File: config.mk
export PLATFORM = sky130hd
export DESIGN_NAME = blkwr_datapath
export DESIGN_NICKNAME = d
export VERILOG_FILES = /design/src/rtl/bwr_pkg.sv /design/src/rtl/bwr_regs.sv /design/src/rtl/bwr_slot.sv /design/src/rtl/blkwr_datapath.sv
export SDC_FILE = /design/constraint.sdc
export NUM_CORES = 1
export LEC_CHECK = 0
export CORE_UTILIZATION = 43
export CTS_CLUSTER_DIAMETER = 60
export CTS_CLUSTER_SIZE = 24
export DETAILED_ROUTE_END_ITERATION = 8
export PLACE_DENSITY = 0.84
export SETUP_SLACK_MARGIN = 0.4
export SLEW_MARGIN = 20
export SYNTH_ARGS = -nofsm -noshare
export SYNTH_HDL_FRONTEND = slang
export SYNTH_HIERARCHICAL = 1
export SYNTH_SLANG_ARGS = --single-unit
File: constraint.sdc
create_clock -name clk -period 3 [get_ports clk]
set_clock_uncertainty 0.05 [all_clocks]
set_input_delay 0.6 -clock clk [delete_from_list [all_inputs] [get_ports clk]]
set_output_delay 0.6 -clock clk [all_outputs]
set_load 0.05 [all_outputs]
File: src/rtl/bwr_pkg.sv
package bwr_pkg;
  typedef enum logic [2:0] {
    OP_IDLE        = 3'd0,
    OP_WORD        = 3'd1,
    OP_WORD_MSK    = 3'd2,
    OP_BLOCK       = 3'd3,
    OP_BLOCK_MSK   = 3'd4,
    OP_LD_MASK     = 3'd5,
    OP_LD_COLOR    = 3'd6,
    OP_END_PERSIST = 3'd7
  } op_e;
endpackage

File: src/rtl/bwr_regs.sv
module bwr_regs #(
  parameter int DATA_W = 16
) (
  input  logic              clk,
  input  logic              rst,
  input  logic              ld_mask,
  input  logic              ld_color,
  input  logic              end_persist,
  input  logic [DATA_W-1:0] din,
  output logic [DATA_W-1:0] color_q,
  output logic [DATA_W-1:0] mask_q,
  output logic              persist_q
);
  always_ff @(posedge clk) begin
    if (rst) begin
      color_q   <= '0;
      mask_q    <= '0;
      persist_q <= 1'b0;
    end else begin
      if (ld_color) color_q <= din;
      if (ld_mask) begin
        mask_q    <= din;
        persist_q <= 1'b1;
      end else if (end_persist) begin
        persist_q <= 1'b0;
      end
    end
  end

  // persistent mode only starts after a mask load
  assert_persist_set_R5: assert property (@(posedge clk) disable iff (rst)
    $rose(persist_q) |-> $past(ld_mask));
  // persistent mode only ends through the end-persist code
  assert_persist_clear_R6: assert property (@(posedge clk) disable iff (rst)
    $fell(persist_q) |-> $past(end_persist));
  // color changes only through a color load
  assert_color_hold_R7: assert property (@(posedge clk) disable iff (rst)
    !$past(ld_color) |-> $stable(color_q));
  // mask register changes only through a mask load
  assert_mask_hold_R5: assert property (@(posedge clk) disable iff (rst)
    !$past(ld_mask) |-> $stable(mask_q));
endmodule

File: src/rtl/bwr_slot.sv
module bwr_slot #(
  parameter int DATA_W = 16,
  parameter int COLS   = 8,
  parameter int LANE_W = 8,
  parameter int IDX    = 0
) (
  input  logic                     blk,
  input  logic                     word_hit,
  input  logic [DATA_W-1:0]        col_mask,
  input  logic [DATA_W-1:0]        io_mask,
  input  logic [DATA_W/LANE_W-1:0] lane_en,
  input  logic [DATA_W-1:0]        word_data,
  input  logic [DATA_W-1:0]        color,
  output logic [DATA_W-1:0]        data,
  output logic [DATA_W-1:0]        en
);
  always_comb begin
    data = blk ? color : (word_hit ? word_data : '0);
    for (int b = 0; b < DATA_W; b++) begin
      if (blk)
        en[b] = col_mask[(b / LANE_W) * COLS + IDX] & io_mask[b] & lane_en[b / LANE_W];
      else if (word_hit)
        en[b] = io_mask[b] & lane_en[b / LANE_W];
      else
        en[b] = 1'b0;
    end
  end
endmodule

File: src/rtl/blkwr_datapath.sv
module blkwr_datapath #(
  parameter int DATA_W = 16,
  parameter int COLS   = 8,
  parameter int ADDR_W = 9,
  parameter int LANE_W = 8
) (
  input  logic                       clk,
  input  logic                       rst,
  input  logic                       op_valid,
  input  logic [2:0]                 op_code,
  input  logic [DATA_W-1:0]          row_dq,
  input  logic [DATA_W-1:0]          col_dq,
  input  logic [ADDR_W-1:0]          col_addr,
  input  logic [DATA_W/LANE_W-1:0]   lane_en,
  output logic                       wr_valid,
  output logic [ADDR_W-1:0]          wr_col_base,
  output logic [DATA_W*COLS-1:0]     wr_data,
  output logic [DATA_W*COLS-1:0]     wr_bit_en
);
  import bwr_pkg::*;

  localparam int LANES = DATA_W / LANE_W;
  localparam int SEL_W = $clog2(COLS);
  localparam int FLAT  = DATA_W * COLS;

  op_e op;
  logic is_word, is_block, is_masked, is_write;
  logic ld_mask, ld_color, end_persist;
  logic [DATA_W-1:0] color_q, mask_q, io_mask;
  logic persist_q;
  logic [FLAT-1:0] grp_data, grp_en;
  logic [ADDR_W-1:0] base_c;

  always_comb begin
    op          = op_valid ? op_e'(op_code) : OP_IDLE;
    is_word     = (op == OP_WORD) || (op == OP_WORD_MSK);
    is_block    = (op == OP_BLOCK) || (op == OP_BLOCK_MSK);
    is_masked   = (op == OP_WORD_MSK) || (op == OP_BLOCK_MSK);
    is_write    = is_word || is_block;
    ld_mask     = (op == OP_LD_MASK);
    ld_color    = (op == OP_LD_COLOR);
    end_persist = (op == OP_END_PERSIST);
    io_mask     = is_masked ? (persist_q ? mask_q : row_dq) : '1;
    base_c      = {col_addr[ADDR_W-1:SEL_W], {SEL_W{1'b0}}};
  end

  bwr_regs #(.DATA_W(DATA_W)) u_regs (
    .clk(clk), .rst(rst), .ld_mask(ld_mask), .ld_color(ld_color),
    .end_persist(end_persist), .din(col_dq),
    .color_q(color_q), .mask_q(mask_q), .persist_q(persist_q)
  );

  for (genvar i = 0; i < COLS; i++) begin : g_slot
    logic hit;
    assign hit = is_word && (col_addr[SEL_W-1:0] == SEL_W'(i));
    bwr_slot #(.DATA_W(DATA_W), .COLS(COLS), .LANE_W(LANE_W), .IDX(i)) u_slot (
      .blk(is_block), .word_hit(hit), .col_mask(col_dq), .io_mask(io_mask),
      .lane_en(lane_en), .word_data(col_dq), .color(color_q),
      .data(grp_data[i*DATA_W +: DATA_W]), .en(grp_en[i*DATA_W +: DATA_W])
    );
  end

  always_ff @(posedge clk) begin
    if (rst) begin
      wr_valid    <= 1'b0;
      wr_col_base <= '0;
      wr_data     <= '0;
      wr_bit_en   <= '0;
    end else begin
      wr_valid    <= is_write;
      wr_col_base <= is_write ? base_c : '0;
      wr_data     <= grp_data;
      wr_bit_en   <= grp_en;
    end
  end

  // no enables without a write
  assert_idle_quiet_R2: assert property (@(posedge clk) disable iff (rst)
    !wr_valid |-> (wr_bit_en == '0));
  // a write code yields a write one clock later
  assert_latency_R2: assert property (@(posedge clk) disable iff (rst)
    is_write |=> wr_valid);
  // the group base is always aligned
  assert_base_aligned_R8: assert property (@(posedge clk) disable iff (rst)
    wr_valid |-> (wr_col_base[SEL_W-1:0] == '0));
  // every block-write slot carries the stored color
  assert_block_color_R7: assert property (@(posedge clk) disable iff (rst)
    (wr_valid && $past(is_block)) |-> (wr_data == {COLS{color_q}}));
  // a word write enables at most one slot's worth of bits
  assert_word_bits_R3: assert property (@(posedge clk) disable iff (rst)
    (wr_valid && $past(is_word)) |-> ($countones(wr_bit_en) <= DATA_W));
  // an unmasked word write with both lanes set enables a full column
  assert_unmasked_full_R10: assert property (@(posedge clk) disable iff (rst)
    $past(op == OP_WORD && lane_en == '1) |-> ($countones(wr_bit_en) == DATA_W));
endmodule

==> Word level (Yosys, flattened, before mapping) <==
Index checks and enable logic that the tools add are counted.
{ "classes": {"add_sub_neg": 0, "n_mul": 0, "div": 0, "n_lt_le_gt_ge": 0, "eq_ne": 14, "shifts": 0, "muxes": 277, "bitwise_logic": 273, "n_reduce_logical": 15} }
{ "op_table": {"columns": ["cell", "count"], "rows": [
  ["16-bit 2-to-1 mux", 18],
  ["1-bit bitwise AND", 272],
  ["1-bit 2-to-1 mux", 258],
  ["3-bit equality test (second input constant)", 8],
  ["3-bit by 2-bit equality test with 1-bit output (second input constant)", 4],
  ["1-bit logical AND", 8],
  ["3-bit by 1-bit equality test with 1-bit output (second input constant)", 2],
  ["1-bit logical OR", 4],
  ["3-bit logical NOT", 1],
  ["3-bit 2-to-1 mux", 1],
  ["2-bit nonzero test", 1],
  ["2-bit OR reduction", 1],
  ["1-bit NOT", 1]
]} }
{ "word_totals": {"regBits": 299, "latch_bits": 0, "ram_bits": 0, "romBits": 0, "inputBits": 49, "output_inout_bits": 266, "word_cells": 587, "n_memories": 0} }

==> Longest topological paths before layout <==
{ "logic_depth": {"word_depth": 7, "depth_mapped": 9, "ltp_nobuf": 5} }

==> Modules after synthesis <==
The synthesis kept the hierarchy.
{ "modules_own_cells": {"columns": ["module", "instances", "cells_each", "area_each_um2", "seq_area_each_um2"], "rows": [
  ["blkwr_datapath", 1, 630, 7554.7, 5265.0],
  ["bwr_slot", 8, 40, 307.8, 0.0],
  ["bwr_regs", 1, 108, 1197.4, 660.6]
]} }

==> Worst setup path after synthesis <==
OpenSTA, ideal clock, no wires.
{ "synth_path": {"kind": "in2reg", "start": "in op_code[1]", "end": "reg wr_bit_en[57]", "setup_ns": 0.128, "arrival_time_ns": 3.108, "required_ns": 2.822, "slack_ns": -0.286, "cell_stages": 8, "path_buffers": 3, "path_cell_list": "buf_2 -> or3b_1 -> buf_6 -> a21boi_1 -> buf_6 -> mux2_4 -> and3_1 -> nor2b_1"} }
{ "synth_between": {"elab_cells_between_ends": 15, "cone_classes": "4 x eq/ne; 4 x mux; 3 x bitwise; 4 x reduce/logical"} }
{ "synth_rtl": {"columns": ["item", "line", "source"], "rows": [
  ["start, declared", "blkwr_datapath.sv:10", "input logic [2:0] op_code,"],
  ["3-bit 2-to-1 mux (*)", "blkwr_datapath.sv:35", "op = op_valid ? op_e'(op_code) : OP_IDLE;"],
  ["3-bit by 2-bit equality test with 1-bit output / 3-bit equality test (equally long branches)", "blkwr_datapath.sv:37", "is_block = (op == OP_BLOCK) || (op == OP_BLOCK_MSK);"],
  ["1-bit logical OR (*)", "blkwr_datapath.sv:37", null],
  ["via is_block", "blkwr_datapath.sv:27", "logic is_word, is_block, is_masked, is_write;"],
  ["1-bit 2-to-1 mux (*)", "bwr_slot.sv:20", "if (blk)"],
  ["via grp_en[57]", "blkwr_datapath.sv:31", "logic [FLAT-1:0] grp_data, grp_en;"],
  ["end signal, assigned", "blkwr_datapath.sv:73", "wr_bit_en <= grp_en;"],
  ["end, declared", "blkwr_datapath.sv:18", "output logic [DATA_W*COLS-1:0] wr_bit_en"]
]} }
Mark *: on every way through the listed nets, which the timed path passes. The rest lies on a longest branch.
A chain may end at the register's enable or synchronous reset.

==> Worst setup path after layout <==
{ "layout_path": {"start": "in op_code[2]", "end": "reg wr_data[31]"} }
{ "layout_between": {"elab_chain_len": 6, "elab_cells_between_ends": 10, "cone_classes": "4 x eq/ne; 3 x mux; 3 x reduce/logical"} }
{ "layout_lines": {"columns": ["item", "line", "source"], "rows": [
  ["3-bit 2-to-1 mux (*)", "blkwr_datapath.sv:35", null],
  ["3-bit by 1-bit equality test with 1-bit output / 3-bit by 2-bit equality test with 1-bit output (equally long branches)", "blkwr_datapath.sv:36", "is_word = (op == OP_WORD) || (op == OP_WORD_MSK);"],
  ["1-bit logical OR (*)", "blkwr_datapath.sv:36", null],
  ["1-bit logical AND (*)", "blkwr_datapath.sv:55", "assign hit = is_word && (col_addr[SEL_W-1:0] == SEL_W'(i));"],
  ["via g_slot[1].hit", "blkwr_datapath.sv:54", "logic hit;"],
  ["16-bit 2-to-1 mux (*) (2 in a row)", "bwr_slot.sv:18", "data = blk ? color : (word_hit ? word_data : '0);"],
  ["via grp_data[31]", "blkwr_datapath.sv:31", null],
  ["end signal, assigned", "blkwr_datapath.sv:72", "wr_data <= grp_data;"],
  ["end, declared", "blkwr_datapath.sv:17", "output logic [DATA_W*COLS-1:0] wr_data,"]
]} }
Marks and branches as above.

==> qor.csv <==
metric,value,unit
status,finished clean,
finalCriticalPeriod,2580,ps
p_leak,6.16,nW
dr.pass1.iters,7,
antenna_found_initial,5,
final_cells,1710,
grt_pass1_vias,8546,
ys_seq_area_share,52.8,%
cts.sinks,296,
worst_pin_slew,790,ps
cp.required,3400,ps
cp.arrival,2980,ps
nFillCells,2070,
synth-seq-cells,296,
rows,58,
critical_path.max_fanout,15,
hold_violations,0,
final_antenna_net_count,0,
placed_cells,1671,
initial_core_util,44.2,%
yosysWarnings,6,
cap_violations,0,
placed_area,14700,sq um
grt_pass1_wl,49500,um
cts_buffer_depth,3,
syn_avg_cell_area,10.6,sq um
syn_area,11200,sq um
period_share,85.8,%
numCtsBuffers,20,
max_slew_margin,47.0,%
io_pins,315,
dp_hpwl,23400,um
setup_viol,0,
worstSetupPathType,primary input to register,
fin_nets,1412,
die_x,163,um
overflow,0,
wl_per_cell,19.7,um
htree_levels,1,
hold_class,register to register,
max_freq,388,MHz
dieArea,26700,sq um
stdcell_area,15400,sq um
core-area,25400,sq um
vdd.ir_drop.worst,0.369,mV
die_h,163,um
ctsHoldBuffers,0,
port_buffers,311,
grtUsageTotal,24.3,%
dr_total_vias,8916,
drtIter0Drc,741,
grt_max_degree,93,
cts_setup_buffers,0,
cts-resized-gates,0,
routed_wirelength,33700,um
syn2layout_area_growth,37.2,%
gp_congestion,0.816,
power_density,495,nW/um^2
slew_viol_final,0,
clk_latency,520,ps
synthCells,1058,
path_clk_slew,80,ps
cts-root-buf,clkbuf_16,
start_kind,primary input,
hold_slack,460,ps
drc,0,
layout-drive-gt1-share,8.07,%
worst_setup_path_end_kind,register,
yosys.cell_types.count,33,
rsz0062_at_grt,yes,
avgViaCountPerCell,5.21,
tritoncts,yes,
cells by family after synthesis:
group           Yosys count  share of synthesized area, %
compound gates          138                          10.7
simple gates            479                          25.9
mux                      64                          6.16
other cells               1                        0.0334
flops                   296                          52.8
buf+inv                  78                          4.20
xor+xnor                  2                         0.223
cell type report:
cell class | count | area, sq um | share of cell area, %
tap | 330 | 413 | 2.68
clock inverter | 13 | 181 | 1.18
clock buffer | 21 | 504 | 3.28
sequential | 296 | 5930 | 38.5
multi-input combinational | 686 | 4850 | 31.5
timing repair buffer | 351 | 3470 | 22.5
inverter | 8 | 30.0 | 0.195
antenna | 5 | 12.5 | 0.0813
critical path, cell delays in order:
cell and delay (ps):
clkdlybuf4s50_1 450, or3b_1 520, nor3_1 500, buf_4 210, nor2b_4 360, a22o_1 190
nor2b_1 140
routing by layer:
metal | vias up | wire length (um) | global-route usage (%)
li1 | 4231 | - | -
met1 | 4220 | 13600 | 30.4
met2 | 367 | 16200 | 39.8
met3 | 98 | 2160 | 3.68
met4 | 0 | 1780 | 14.0
met5 | - | 0 | 0
synthesized netlist by cell type (all sizes together):
master	number	area, sq um
conb	1	3.75
clkbuf	24	91.3
dfxtp	296	5930
nand2	18	67.6
a21boi	1	7.51
a22o	120	1050
nor2b	265	1720
o21bai	1	11.3
nor4	2	12.5
nand3b	2	15.0
nor2	34	128
xnor2	1	8.76
a21oi	2	10.0
mux2i	48	480
mux2	16	210
o21ai	8	40.0
xor2	1	16.3
nor3	7	35.0
and3	128	801
buf	46	349
nand3	17	85.1
a211oi	6	75.1
or3b	2	17.5
inv	8	30.0
nand2b	4	25.0
power breakdown:
part	leakage, nW	internal [mW]	switching [mW]	total, mW
combinational	3.44	0.250	0.450	0.700
clock	0.334	1.40	1.51	2.91
sequential	2.39	3.97	0.0333	4.00
flip-flops by register name (all words and copies together) (netlist names):
register and cells:
wr_bit_en 128, wr_col_base 6, wr_data 128, u_regs/mask_q 16, u_regs/persist_q 1, u_regs/color_q 16
wr_valid 1
path summary, 6_finish.rpt:
| check | start | to | slack (ps) | cells after the start |
|---|---|---|---|---|
| worst max-delay path | op_code[2] | wr_data[31] | 420 | 7 |
| worst min-delay path | u_regs/mask_q[12] | u_regs/mask_q[12] | 460 | 2 |
| worst max register to register | u_regs/persist_q | wr_bit_en[5] | 960 | 5 |
| worst min register to register | u_regs/mask_q[12] | u_regs/mask_q[12] | 460 | 2 |
placed cells by master (no fill, tap or decap), types with 2 or more instances in the layout:
| master | count |
|---|---|
| a211oi_2 | 6 |
| a21oi_1 | 2 |
| a22o_1 | 120 |
| and3_1 | 128 |
| buf_12 | 4 |
| buf_4 | 36 |
| clkbuf_16 | 20 |
| clkdlybuf4s50_1 | 310 |
| clkinv_8 | 4 |
| conb_1 | 3 |
| dfxtp_1 | 296 |
| diode_2 | 5 |
| inv_1 | 7 |
| inv_12 | 2 |
| inv_6 | 3 |
| inv_8 | 2 |
| mux2_2 | 8 |
| mux2_4 | 8 |
| mux2i_1 | 48 |
| nand2_1 | 18 |
| nand2b_1 | 4 |
| nand3_1 | 17 |
| nand3b_1 | 2 |
| nor2_1 | 33 |
| nor2b_1 | 257 |
| nor2b_4 | 8 |
| nor3_1 | 6 |
| o21ai_0 | 8 |
| or3b_1 | 2 |
metrics by stage:
stage	setup WS [ps]	total power, mW	TNS (ps)	utilization [%]
6_report	425	7.61	0	60.6
3_3_place_gp	62.7	4.78	0	57.8
4_1_cts	400	7.64	0	60.5
2_1_floorplan	370	4.49	0	-
3_5_place_dp	-136	4.79	-1640	57.8
5_1_grt	324	7.86	0	60.6
Power figures use the tool's default switching activity.
